<file path="src/rtl/usb_diag_pkg.sv">
package usb_diag_pkg;
  localparam int REG_W      = 16;
  localparam int NUM_PORTS  = 2;
  localparam int FORCE_W    = 3;
  localparam int EN0_BIT    = 13;
  localparam int EN1_BIT    = 15;
  localparam int PD_BIT     = 6;
  localparam int LSPU_BIT   = 5;
  localparam int FSPU_BIT   = 4;
  localparam logic [REG_W-1:0] WR_MASK = 16'hA077;

  typedef enum logic [1:0] {
    DRV_K      = 2'd0,
    DRV_J      = 2'd1,
    DRV_TOGGLE = 2'd2,
    DRV_SE0    = 2'd3
  } drv_mode_e;

  function automatic drv_mode_e decode_force(input logic [FORCE_W-1:0] code);
    if (code[2])      return DRV_SE0;
    else if (code[1]) return DRV_TOGGLE;
    else if (code[0]) return DRV_J;
    else              return DRV_K;
  endfunction

  function automatic int port_en_bit(input int p);
    return (p == 0) ? EN0_BIT : EN1_BIT;
  endfunction
endpackage

</file>
<file path="src/rtl/diag_rst_sync.sv">
module diag_rst_sync #(
  parameter int STAGES = 2
) (
  input  logic clk,
  input  logic rst_n,
  output logic rst_n_sync
);
  logic [STAGES-1:0] stage_q;
  logic [STAGES-1:0] stage_d;

  always_comb begin
    stage_d = {stage_q[STAGES-2:0], 1'b1};
  end

  always_ff @(posedge clk or negedge rst_n) begin
    if (!rst_n) stage_q <= '0;
    else        stage_q <= stage_d;
  end

  assign rst_n_sync = stage_q[STAGES-1];
endmodule

</file>
<file path="src/rtl/diag_ctrl_reg.sv">
module diag_ctrl_reg #(
  parameter int               W    = 16,
  parameter logic [W-1:0]     MASK = '1
) (
  input  logic         clk,
  input  logic         rst_n,
  input  logic         cpu_wr_en,
  input  logic [W-1:0] cpu_wdata,
  input  logic         host_wr_en,
  input  logic [W-1:0] host_wdata,
  output logic [W-1:0] word_q
);
  logic         load_en;
  logic [W-1:0] word_d;

  always_comb begin
    load_en = cpu_wr_en | host_wr_en;
    if (cpu_wr_en) word_d = cpu_wdata & MASK;
    else           word_d = host_wdata & MASK;
  end

  always_ff @(posedge clk or negedge rst_n) begin
    if (!rst_n)       word_q <= '0;
    else if (load_en) word_q <= word_d;
  end
endmodule

</file>
<file path="src/rtl/diag_pattern_gen.sv">
module diag_pattern_gen
  import usb_diag_pkg::*;
(
  input  logic               clk,
  input  logic               rst_n,
  input  logic [FORCE_W-1:0] force_code,
  input  logic               bit_tick,
  output logic               pat_dp,
  output logic               pat_dm
);
  drv_mode_e mode;
  logic      phase_q;
  logic      phase_d;
  logic      phase_en;

  always_comb begin
    mode = decode_force(force_code);
  end

  // phase 0 = J, 1 = K; held at J outside toggle mode
  always_comb begin
    phase_en = 1'b0;
    phase_d  = phase_q;
    if (mode != DRV_TOGGLE) begin
      phase_en = phase_q;
      phase_d  = 1'b0;
    end else if (bit_tick) begin
      phase_en = 1'b1;
      phase_d  = ~phase_q;
    end
  end

  always_ff @(posedge clk or negedge rst_n) begin
    if (!rst_n)        phase_q <= 1'b0;
    else if (phase_en) phase_q <= phase_d;
  end

  always_comb begin
    unique case (mode)
      DRV_SE0:    begin pat_dp = 1'b0;     pat_dm = 1'b0;    end
      DRV_TOGGLE: begin pat_dp = ~phase_q; pat_dm = phase_q; end
      DRV_J:      begin pat_dp = 1'b1;     pat_dm = 1'b0;    end
      default:    begin pat_dp = 1'b0;     pat_dm = 1'b1;    end
    endcase
  end
endmodule

</file>
<file path="src/rtl/diag_port_gate.sv">
module diag_port_gate (
  input  logic port_en,
  input  logic pat_dp,
  input  logic pat_dm,
  output logic ovr_en,
  output logic ovr_dp,
  output logic ovr_dm
);
  always_comb begin
    ovr_en = port_en;
    ovr_dp = port_en & pat_dp;
    ovr_dm = port_en & pat_dm;
  end
endmodule

</file>
<file path="src/rtl/usb_line_diag.sv">
module usb_line_diag
  import usb_diag_pkg::*;
(
  input  logic                 clk,
  input  logic                 rst_n,
  input  logic                 cpu_wr_en,
  input  logic [REG_W-1:0]     cpu_wdata,
  output logic [REG_W-1:0]     cpu_rdata,
  input  logic                 host_wr_en,
  input  logic [REG_W-1:0]     host_wdata,
  input  logic                 bit_tick,
  output logic [NUM_PORTS-1:0] force_en,
  output logic [NUM_PORTS-1:0] dp_out,
  output logic [NUM_PORTS-1:0] dm_out,
  output logic                 pd_en,
  output logic                 ls_pu_en,
  output logic                 fs_pu_en
);
  logic             rst_n_int;
  logic [REG_W-1:0] word_q;
  logic             pat_dp;
  logic             pat_dm;

  diag_rst_sync #(.STAGES(2)) u_rst (
    .clk        (clk),
    .rst_n      (rst_n),
    .rst_n_sync (rst_n_int)
  );

  diag_ctrl_reg #(.W(REG_W), .MASK(WR_MASK)) u_reg (
    .clk        (clk),
    .rst_n      (rst_n_int),
    .cpu_wr_en  (cpu_wr_en),
    .cpu_wdata  (cpu_wdata),
    .host_wr_en (host_wr_en),
    .host_wdata (host_wdata),
    .word_q     (word_q)
  );

  diag_pattern_gen u_pat (
    .clk        (clk),
    .rst_n      (rst_n_int),
    .force_code (word_q[FORCE_W-1:0]),
    .bit_tick   (bit_tick),
    .pat_dp     (pat_dp),
    .pat_dm     (pat_dm)
  );

  for (genvar p = 0; p < NUM_PORTS; p++) begin : g_port
    diag_port_gate u_gate (
      .port_en (word_q[port_en_bit(p)]),
      .pat_dp  (pat_dp),
      .pat_dm  (pat_dm),
      .ovr_en  (force_en[p]),
      .ovr_dp  (dp_out[p]),
      .ovr_dm  (dm_out[p])
    );
  end

  assign cpu_rdata = word_q;
  assign pd_en     = word_q[PD_BIT];
  assign ls_pu_en  = word_q[LSPU_BIT];
  assign fs_pu_en  = word_q[FSPU_BIT];
endmodule

</file>
<file path="config.mk">
export PLATFORM = sky130hd
export DESIGN_NAME = usb_line_diag
export DESIGN_NICKNAME = d
export VERILOG_FILES = /design/src/rtl/usb_diag_pkg.sv /design/src/rtl/diag_rst_sync.sv /design/src/rtl/diag_ctrl_reg.sv /design/src/rtl/diag_pattern_gen.sv /design/src/rtl/diag_port_gate.sv /design/src/rtl/usb_line_diag.sv
export SDC_FILE = /design/constraint.sdc
export NUM_CORES = 1
export LEC_CHECK = 0
export BUFFER_PORTS_ARGS = -buffer_cell sky130_fd_sc_hd__buf_2
export CAP_MARGIN = 20
export CORE_MARGIN = 2
export CORE_UTILIZATION = 40
export CTS_BUF_LIST = sky130_fd_sc_hd__clkbuf_8 sky130_fd_sc_hd__clkbuf_16
export DETAILED_ROUTE_END_ITERATION = 12
export GPL_TIMING_DRIVEN = 0
export PLACE_DENSITY = 0.84
export SETUP_SLACK_MARGIN = 0.05
export SLEW_MARGIN = 20
export SYNTH_ARGS = -nofsm -noshare
export SYNTH_HDL_FRONTEND = slang
export SYNTH_SLANG_ARGS = --single-unit
</file>
<file path="constraint.sdc">
create_clock -name clk -period 3.2 [get_ports clk]
set_input_delay 0.32 -clock clk [delete_from_list [all_inputs] [get_ports clk]]
set_output_delay 0.32 -clock clk [all_outputs]
set_load 0.05 [all_outputs]
</file>
==> qor.csv <==
stage,metric,value,unit
run_status,outcome,"finished, final reports clean",
floorplan,floorplan.initialDensity,42.1,%
critical_path,critPathArrivalTime,1.98,ns
global_route,track_usage,14.7,%
power,leakage,0.597,nW
floorplan,fp.dieArea,2150,µm²
timing,fin_crit_sh,71.8,%
routing,drc,0,
floorplan,die_h,46.4,µm
cts,path_clk_slew,0.05,ns
min_path,hp-class,register to async pin,
global_route,grt_max_degree,11,
yosys,yosys_warnings,0,
cts,clock-root-buffer,clkbuf_8,
critical_path,worst-path-buf-inv,2,
finish,nNetsFinal,164,
yosys,synth-compound-area-share,8.00,%
timing,rsz0062_at_grt,no,
routing,antenna_left,0,
placed_design,gp_congestion,0.660,
finish,fin_util,59.3,%
yosys,yosys.area_share.simple,13.2,%
cts,cts_sinks,11,
critical_path,crit_slowest_cell,dfrtp_1,
yosys,yosysTopAreaCell,dfrtp_1,
critical_path,worstSetupPathType,register to primary output,
cts,cts_tree,yes,
timing,setup_tns,0,ns
yosys,synth.yosys.seq_area_share,38.3,%
yosys,netlist_area,719,µm²
yosys,synth_cell_types,18,
cts,cts.htree.levels,1,
yosys,synth_xor_area_share,1.22,%
routing,avgViaCountPerCell,4.15,
global_route,grtUsageMet1,15.9,%
timing,finalCriticalPeriod,2.30,ns
routing,dr_total_vias,618,
cts,post_cts_resized,0,
finish,diodes,0,
yosys,synth_top_area_share,38.3,%
global_route,first_global_vias,554,
floorplan,die_width,46.4,µm
yosys,ys_ff_latch,11,
floorplan,io_pins,62,
routing,post_drt_wl_per_cell,9.32,µm
global_route,grt_first_pass_wirelength,2170,µm
yosys,synth.avg_cell_area,9.47,µm²
finish,layout_common_cells,"buf_2, buf_4, dfrtp_1",
global_route,met3_usage,3.53,%
yosys,synth.area.mux_share,11.1,%
critical_path,path_max_fanout,4,
yosys,synthCells,76,
global_route,gr-total-overflow,0,
placed_design,port_buffers,36,
cts,cts_max_path_buffers,2,
finish,drive_gt1_share,50.8,%
yosys,synth_fa_ha_area_share,3.48,%
critical_path,cp-end-kind,primary output,
floorplan,rows,15,
routing,drt_wl_total,1390,µm
yosys,synth_top_family_by_area,buffers and inverters,
finish,area_growth,40.7,%
power,power_density,488,nW/µm²
critical_path,crit_required,2.88,ns
routing,drt_iter0_drc,2,
timing,fmax,435,MHz
cts,clk_latency,0.23,ns
routing,drt_first_pass_iters,3,
critical_path,max_stage_delay,0.43,ns
timing,report.final.slew_viol_count,0,
timing,hold_viol,0,
global_route,antenna_found_initial,0,
timing,finalClockSkew,0.00452,ns
finish,final_common_cell,buf_2,
yosys,netlist_top_cells_area,"dfrtp_1, buf_4, mux2i_1",
cts,cts_buffers,3,
critical_path,start_kind,register,
floorplan,core,1710,µm²
timing,finalSetupViolCount,0,
critical_path,cp_cell_sequence,"or2_2, ha_1, o31ai_2, and2_1, buf_4, buf_2",
cts,cts_setup_buffers,0,
critical_path,critPathTopFamily,simple AND/OR/NAND/NOR gates,
global_route,busiest_layer,met2,
run,max_cap_viol_count,0,
cts,hold_buffers,1,
power,vdd_drop_max,0.329,mV
global_route,use_met2,27.5,%
placed_design,place.detailed.hpwl,1150,µm
registers in the layout (all words and copies together), names as in the netlist:
register and cells:
u_reg.word_q 8, u_rst.stage_q 2, u_pat.phase_q 1
layer usage:
metal,share of wire (%),routed length (µm)
met5,0,0
met4,0,0
met3,7.9,109
met2,52,716
met1,40,562
power by group:
part | internal [mW] | total [mW] | switching (mW) | leakage [nW]
combinational | 0.0671 | 0.197 | 0.130 | 0.437
sequential | 0.152 | 0.165 | 0.0131 | 0.133
clock | 0.0839 | 0.132 | 0.0486 | 0.0269
total | 0.303 | 0.494 | 0.192 | 0.597
area by class of cell:
type / count / area, µm²
repair buffers: 37 / 190
fillers: 167 / 696
inverters: 3 / 11.3
multi-input cells: 48 / 300
well taps: 25 / 31.3
clock inverters: 1 / 3.75
plain buffers: 21 / 159
clock buffers: 3 / 41.3
flip-flops and latches: 11 / 275
cell families after synthesis:
kind of cell | Yosys count
flip-flops | 11
adder cells (fa/ha/maj) | 2
buffers and inverters | 24
AO/OA/AOI/OAI | 10
multiplexers | 8
AND/OR/NAND/NOR | 18
XOR/XNOR | 1
other | 2
worst reg2reg max path: stages, from the launching register on:
cell	delay, ns
dfrtp_1	0.43
or2_2	0.33
ha_1	0.23
and2_1	0.15
synth_stat cells (all sizes together):
library cell / n
nor2: 1
buf: 21
nor2b: 1
nand2: 9
a21oi: 1
ha: 2
nand2b: 1
mux2i: 8
dfrtp: 11
conb: 2
xor2: 1
and2: 5
inv: 3
o31ai: 1
or2: 1
o21ai: 8
metrics by stage:
stage / setup WS (ns) / cell area, µm² / hold slack [ns] / cells / power (mW)
floorplan: 1.15 / 746 / 0.0244 / 83 / 0.323
global placement: 1.20 / 957 / 0.107 / 144 / 0.360
detailed placement: 1.15 / 957 / 0.111 / 144 / 0.364
CTS: 0.883 / 1010 / 0.154 / 149 / 0.499
global route: 0.800 / 1010 / 0.171 / 149 / 0.520
finish: 0.901 / 1010 / 0.138 / 149 / 0.494
path summary, 6_finish.rpt:
kind | startpoint | endpoint | slack (ns) | cells past startpoint
setup / recovery | u_reg.word_q[1]$_DFFE_PN0P_ | dm_out[0] | 0.90 | 6
hold / removal | u_rst.stage_q[1]$_DFF_PN0_ | u_reg.word_q[1]$_DFFE_PN0P_ | 0.14 | 0
setup reg to reg | u_reg.word_q[1]$_DFFE_PN0P_ | u_pat.phase_q$_DFFE_PN0P_ | 1.95 | 3
hold reg to reg | u_rst.stage_q[1]$_DFF_PN0_ | u_reg.word_q[1]$_DFFE_PN0P_ | 0.14 | 0
max in group asynchronous | rst_n | u_rst.stage_q[1]$_DFF_PN0_ | 2.68 | 2
min in group clk | cpu_wdata[0] | u_reg.word_q[0]$_DFFE_PN0P_ | 0.29 | 3
Power figures use the tool's default switching activity.
